===== src/rtl/xeu_pkg.sv =====
package xeu_pkg;

  localparam int FLAG_W = 5;
  localparam int F_CF   = 4;
  localparam int F_ZF   = 3;
  localparam int F_SF   = 2;
  localparam int F_OF   = 1;
  localparam int F_PF   = 0;

  typedef enum logic [2:0] {
    OP_ADD   = 3'd0,
    OP_ADC   = 3'd1,
    OP_SUB   = 3'd2,
    OP_NOT   = 3'd3,
    OP_MOV   = 3'd4,
    OP_POPC  = 3'd5,
    OP_CMASK = 3'd6,
    OP_CBOOL = 3'd7
  } xop_e;

  // Condition evaluation: bits [3:1] pick the test, bit 0 inverts it.
  function automatic logic cond_hit(input logic [FLAG_W-1:0] f, input logic [3:0] cc);
    logic t;
    case (cc[3:1])
      3'd0: t = f[F_OF];
      3'd1: t = f[F_CF];
      3'd2: t = f[F_ZF];
      3'd3: t = f[F_CF] | f[F_ZF];
      3'd4: t = f[F_SF];
      3'd5: t = f[F_PF];
      3'd6: t = f[F_SF] ^ f[F_OF];
      default: t = f[F_ZF] | (f[F_SF] ^ f[F_OF]);
    endcase
    return t ^ cc[0];
  endfunction

  function automatic logic writes_flags(input xop_e op);
    return op inside {OP_ADD, OP_ADC, OP_SUB, OP_POPC};
  endfunction

endpackage


===== src/rtl/xeu_widen.sv =====
module xeu_widen #(
  parameter int XLEN = 64,
  parameter int SZW  = 2
) (
  input  logic [XLEN-1:0] val,
  input  logic [SZW-1:0]  src_sz,
  input  logic [SZW-1:0]  dst_sz,
  input  logic            sext,
  output logic [XLEN-1:0] ext,
  output logic [XLEN-1:0] dmask
);
  localparam int NSZ = 1 << SZW;

  logic [XLEN-1:0] tab [NSZ];
  logic [XLEN-1:0] smask;
  logic            sgn;

  for (genvar k = 0; k < NSZ; k++) begin : g_mask
    localparam int W = 8 << k;
    if (W >= XLEN) begin : g_full
      assign tab[k] = '1;
    end else begin : g_part
      assign tab[k] = (XLEN'(1) << W) - XLEN'(1);
    end
  end

  assign smask = tab[src_sz];
  assign dmask = tab[dst_sz];
  assign sgn   = |(val & smask & ~(smask >> 1));
  assign ext   = ((val & smask) | ((sext && sgn) ? ~smask : '0)) & dmask;

endmodule


===== src/rtl/xeu_alu.sv =====
module xeu_alu import xeu_pkg::*; #(
  parameter int XLEN = 64
) (
  input  xop_e              op,
  input  logic [XLEN-1:0]   a,
  input  logic [XLEN-1:0]   b,
  input  logic [XLEN-1:0]   dmask,
  input  logic              cin,
  input  logic [3:0]        cmp_cc,
  output logic [XLEN-1:0]   res,
  output logic [FLAG_W-1:0] flg
);
  logic [XLEN-1:0]   msb, bo, sres;
  logic [XLEN:0]     topb, sum;
  logic              sub_mode, ci, co, ovf, hit;
  logic [FLAG_W-1:0] fl_ar, fl_lg;

  assign msb  = dmask & ~(dmask >> 1);
  assign topb = {dmask, 1'b1} & ~{1'b0, dmask};

  always_comb begin
    sub_mode = op inside {OP_SUB, OP_CMASK, OP_CBOOL};
    bo       = sub_mode ? (~b & dmask) : b;
    ci       = sub_mode | ((op == OP_ADC) & cin);
    sum      = {1'b0, a} + {1'b0, bo} + {{XLEN{1'b0}}, ci};
    sres     = sum[XLEN-1:0] & dmask;
    co       = |(sum & topb);
    ovf      = ((|(a & msb)) == (|(bo & msb))) && ((|(sres & msb)) != (|(a & msb)));

    fl_ar        = '0;
    fl_ar[F_CF]  = sub_mode ? ~co : co;
    fl_ar[F_ZF]  = (sres == '0);
    fl_ar[F_SF]  = |(sres & msb);
    fl_ar[F_OF]  = ovf;
    fl_ar[F_PF]  = ~^sres[7:0];
    hit          = cond_hit(fl_ar, cmp_cc);

    case (op)
      OP_ADD, OP_ADC, OP_SUB: res = sres;
      OP_NOT:                 res = ~b & dmask;
      OP_MOV:                 res = b;
      OP_POPC:                res = XLEN'($countones(b));
      OP_CMASK:               res = hit ? dmask : '0;
      default:                res = {{(XLEN-1){1'b0}}, hit};
    endcase

    fl_lg        = '0;
    fl_lg[F_ZF]  = (res == '0);
    fl_lg[F_SF]  = |(res & msb);
    fl_lg[F_PF]  = ~^res[7:0];

    flg = (op inside {OP_ADD, OP_ADC, OP_SUB}) ? fl_ar : fl_lg;
  end

endmodule


===== src/rtl/ext_int_exec.sv =====
module ext_int_exec import xeu_pkg::*; #(
  parameter int XLEN = 64,
  parameter int SZW  = 2
) (
  input  logic              clk,
  input  logic              rst,
  input  logic              op_valid_i,
  input  logic [2:0]        op_i,
  input  logic [SZW-1:0]    src_sz_i,
  input  logic [SZW-1:0]    dst_sz_i,
  input  logic              sext_i,
  input  logic              flag_ctl_i,
  input  logic              pred_en_i,
  input  logic [3:0]        pred_cc_i,
  input  logic [3:0]        cmp_cc_i,
  input  logic [XLEN-1:0]   a_i,
  input  logic [XLEN-1:0]   b_i,
  input  logic [FLAG_W-1:0] flags_i,
  output logic [XLEN-1:0]   res_o,
  output logic              res_we_o,
  output logic [FLAG_W-1:0] flags_o,
  output logic              flags_we_o
);
  xop_e              op;
  logic [XLEN-1:0]   b_w, a_w, dmask, alu_res;
  logic [FLAG_W-1:0] alu_flg;
  logic              commit, want_flags;

  assign op = xop_e'(op_i);

  xeu_widen #(.XLEN(XLEN), .SZW(SZW)) u_widen (
    .val    (b_i),
    .src_sz (src_sz_i),
    .dst_sz (dst_sz_i),
    .sext   (sext_i),
    .ext    (b_w),
    .dmask  (dmask)
  );

  assign a_w = a_i & dmask;

  xeu_alu #(.XLEN(XLEN)) u_alu (
    .op     (op),
    .a      (a_w),
    .b      (b_w),
    .dmask  (dmask),
    .cin    (flags_i[F_CF]),
    .cmp_cc (cmp_cc_i),
    .res    (alu_res),
    .flg    (alu_flg)
  );

  assign commit     = op_valid_i && (!pred_en_i || cond_hit(flags_i, pred_cc_i));
  assign want_flags = writes_flags(op) ^ flag_ctl_i;

  always_ff @(posedge clk) begin
    if (rst) begin
      res_o      <= '0;
      res_we_o   <= 1'b0;
      flags_o    <= '0;
      flags_we_o <= 1'b0;
    end else begin
      res_o      <= alu_res;
      res_we_o   <= commit;
      flags_we_o <= commit && want_flags;
      flags_o    <= (commit && want_flags) ? alu_flg : flags_i;
    end
  end

endmodule


===== config.mk =====
export PLATFORM = sky130hd
export DESIGN_NAME = ext_int_exec
export DESIGN_NICKNAME = d
export VERILOG_FILES = /design/src/rtl/xeu_pkg.sv /design/src/rtl/xeu_widen.sv /design/src/rtl/xeu_alu.sv /design/src/rtl/ext_int_exec.sv
export SDC_FILE = /design/constraint.sdc
export NUM_CORES = 1
export LEC_CHECK = 0
export CAP_MARGIN = 20
export CORE_MARGIN = 2
export CORE_UTILIZATION = 46
export DETAILED_ROUTE_END_ITERATION = 8
export GPL_TIMING_DRIVEN = 1
export HOLD_SLACK_MARGIN = 0.06
export PLACE_DENSITY = 0.74
export SLEW_MARGIN = 0
export SYNTH_ARGS = -nofsm -noshare
export SYNTH_HDL_FRONTEND = slang
export SYNTH_SLANG_ARGS = --single-unit

===== constraint.sdc =====
create_clock -name clk -period 20.7 [get_ports clk]
set_input_delay 6.21 -clock clk [delete_from_list [all_inputs] [get_ports clk]]
set_output_delay 6.21 -clock clk [all_outputs]
set_load 0.01 [all_outputs]

==> results.md <==
- Post-Layout Inst Area: 17000 sq um
- RSZ-0062 raised after global routing: false
- CTS Hold Bufs: 0
- Num ports: 225
- GR Overflow Total: 0
- WHS: 6.45 ns
- Residual DRC: 0
- Synth unique cells: 95
- Fin crit period: 17.20 ns
- Syn Area/Cell: 7.06 sq um
- Flops & latches, synth: 71
- DIE WIDTH: 181 um
- CP Data Arrival Time: 17.45 ns
- Setup bufs post-CTS: 0
- Tightest Pin Transition: 1.12 ns
- Critical Path End Type: register
- Worst-path fanout max: 31
- CP max-delay cell: clkdlybuf4s50_1
- Crit path from: src_sz_i[1]
- Final setup TNS: 0 ns
- Core Area: 30700 sq um
- Synthesized Nets: 2364
- WS Path Type: in2reg
- CP endpoint: flags_o[3]
- CTS max path bufs: 2
- Period utilisation layout: 0.831
- First-pass GRT wire length: 99600 um
- Final hold vios: 0
- Fill count: 3041
- Largest net degree at the start of global routing: 59
- Post-synthesis sequential area ratio: 0.0990
- Total GRT Usage: 0.398
- Site Rows: 64
- Tightest Hold Check Type: in2reg
- CTS H-tree lvls: 3
- Most common cell after layout, fill and taps aside: a21oi_1
- CTS tree: yes
- Critical path's largest stage delay: 0.90 ns
- Pwr Density: 72.0 nW/um^2
- Placed Area: 16700 sq um
- Clock sink total: 71
- EDFF count, synth: 0
- Final GP Congestion: 1.05
- F_max: 58.1 MHz
- Starting DRT DRC Count: 1829
- Worst path most repeated cell: fa_1
- Post-CTS Resized: 0
- Post-route ant nets: 0
- Post-Synthesis Cells: 2033
- Max_slew headroom: 0.245
- CP required: 20.95 ns
- Max VDD drop: 0.128 mV
- Final wirelength: 66900 um
- Die ar.: 32600 sq um
- Synth warn: 0
- Via-to-Cell Ratio: 6.53
- Initial Util: 0.468
- Most common flop cell mapped by yosys: dfxtp_1
- Share of post-route cells with drive strength above 1: 0.0538
- Antenna cell count: 0
- CTS clock-pin slew for the worst setup and hold paths: 0.06 ns
- TritonCTS Buffers: 9
- Detailed Place HPWL: 54300 um
- Nets@finish: 2484
- Drt pass-1 iters: 5
- Final max-slew violation count: 0
- Final setup violation count: 0
- Clk root buf: clkbuf_16
- Share of async-settable or async-resettable flops after synthesis: 0
- Vias in the first global route: 16120
- LEAKAGE: 6.95 nW
- Leading cell types in the layout, fill and taps excluded: 225 x a21oi_1, 221 x clkdlybuf4s50_1, 213 x nor2_1
- Total of max-cap violations: 0
- Cell area after synthesis: 14400 sq um
- Status: finished, final reports clean
- PortBufs: 224
- CP Launch Type: primary input
- Final Util: 0.555
- Initial antenna violation count: 0
- Per-cell routed wire length: 26.2 um
- Routed via count: 16670
- P&R area growth vs syn: 18.6%
- Die Y: 181 um
-- per-stage QoR --
stage,power [mW],cells,worst slack (ns)
finish,1.23,2554,3.50
global route,1.34,2554,2.96
CTS,1.21,2553,3.62
detailed placement,1.04,2537,3.32
global placement,1.04,2535,3.40
floorplan,0.763,2033,4.61
-- synth_stat cells, drive strengths merged (9+ instances only) --
library cell,number,area [sq um]
and3,47,294
nor2,215,807
xnor2,99,867
a31oi,24,150
fa,62,1240
or4,12,93.8
and4,19,166
nor4,9,56.3
a221oi,9,85.1
a21oi,243,1280
a211oi,33,263
nand2b,17,106
nor2b,9,56.3
o211a,9,90.1
and2,52,328
ha,115,1440
o22ai,25,156
a221o,12,120
o21ai,129,649
nor3,41,205
dfxtp,71,1420
a211o,9,78.8
o21a,14,105
nand4,34,213
o31ai,16,144
xor2,16,140
a22oi,17,128
mux2i,19,190
inv,128,480
a21o,29,218
nand3,24,120
nand2,173,649
o211ai,25,188
buf,39,201
clkbuf,104,390
-- routing by layer --
metal,global-route usage,wire length (um)
met5,0,0
met4,0.221,4380
met3,0.0525,5840
met2,0.646,30400
met1,0.510,26400
-- worst max-delay path, delay by kind of cell --
family,cells,cell delay (ns)
compound gates,10,2.18
simple gates,10,3.18
fa+ha+maj,11,4.66
buf+inv,5,1.10
xor+xnor,1,0.08
-- state kept, by name (all words and copies together) (netlist names) --
| signal | flops |
|---|---|
| flags_o | 5 |
| flags_we_o | 1 |
| res_o | 64 |
| res_we_o | 1 |
-- cell type report --
| class | count | area (sq um) | area share |
|---|---|---|---|
| Inverter | 128 | 480 | 0.0282 |
| Clock buffer | 11 | 253 | 0.0148 |
| Timing Repair Buffer | 252 | 2430 | 0.143 |
| Sequential cell | 71 | 1420 | 0.0835 |
| Tap cell | 396 | 495 | 0.0291 |
| Multi-Input combinational cell | 1691 | 11900 | 0.698 |
| Clock inverter | 5 | 56.3 | 0.00331 |
-- how the worst min path moves through the flow --
| stage | start | endpoint | depth (start not counted) |
|---|---|---|---|
| global route | op_valid_i | res_we_o | 3 |
| CTS | op_valid_i | res_we_o | 3 |
| detailed placement | op_valid_i | res_we_o | 3 |
| finish | op_valid_i | res_we_o | 3 |
| floorplan | rst | flags_we_o | 1 |
| global placement | op_valid_i | res_we_o | 3 |
-- logic make-up (layout without fill, tap and decap cells) --
| group | after synthesis | count (layout) | synth area share |
|---|---|---|---|
| flip-flops | 71 | 71 | 0.0990 |
| adder cells (fa/ha/maj) | 177 | 177 | 0.187 |
| multiplexers | 24 | 24 | 0.0187 |
| AO/OA/AOI/OAI | 675 | 675 | 0.308 |
| buffers and inverters | 271 | 396 | 0.0747 |
| XOR/XNOR | 115 | 115 | 0.0701 |
| AND/OR/NAND/NOR | 700 | 700 | 0.243 |
-- report_power, final --
group | leakage (nW) | total, mW | internal [mW] | switching, mW
logic | 6.22 | 0.910 | 0.371 | 0.540
registers | 0.580 | 0.152 | 0.149 | 0.00349
clock network | 0.152 | 0.163 | 0.0997 | 0.0630
total | 6.95 | 1.23 | 0.619 | 0.606
Power figures use the tool's default switching activity.
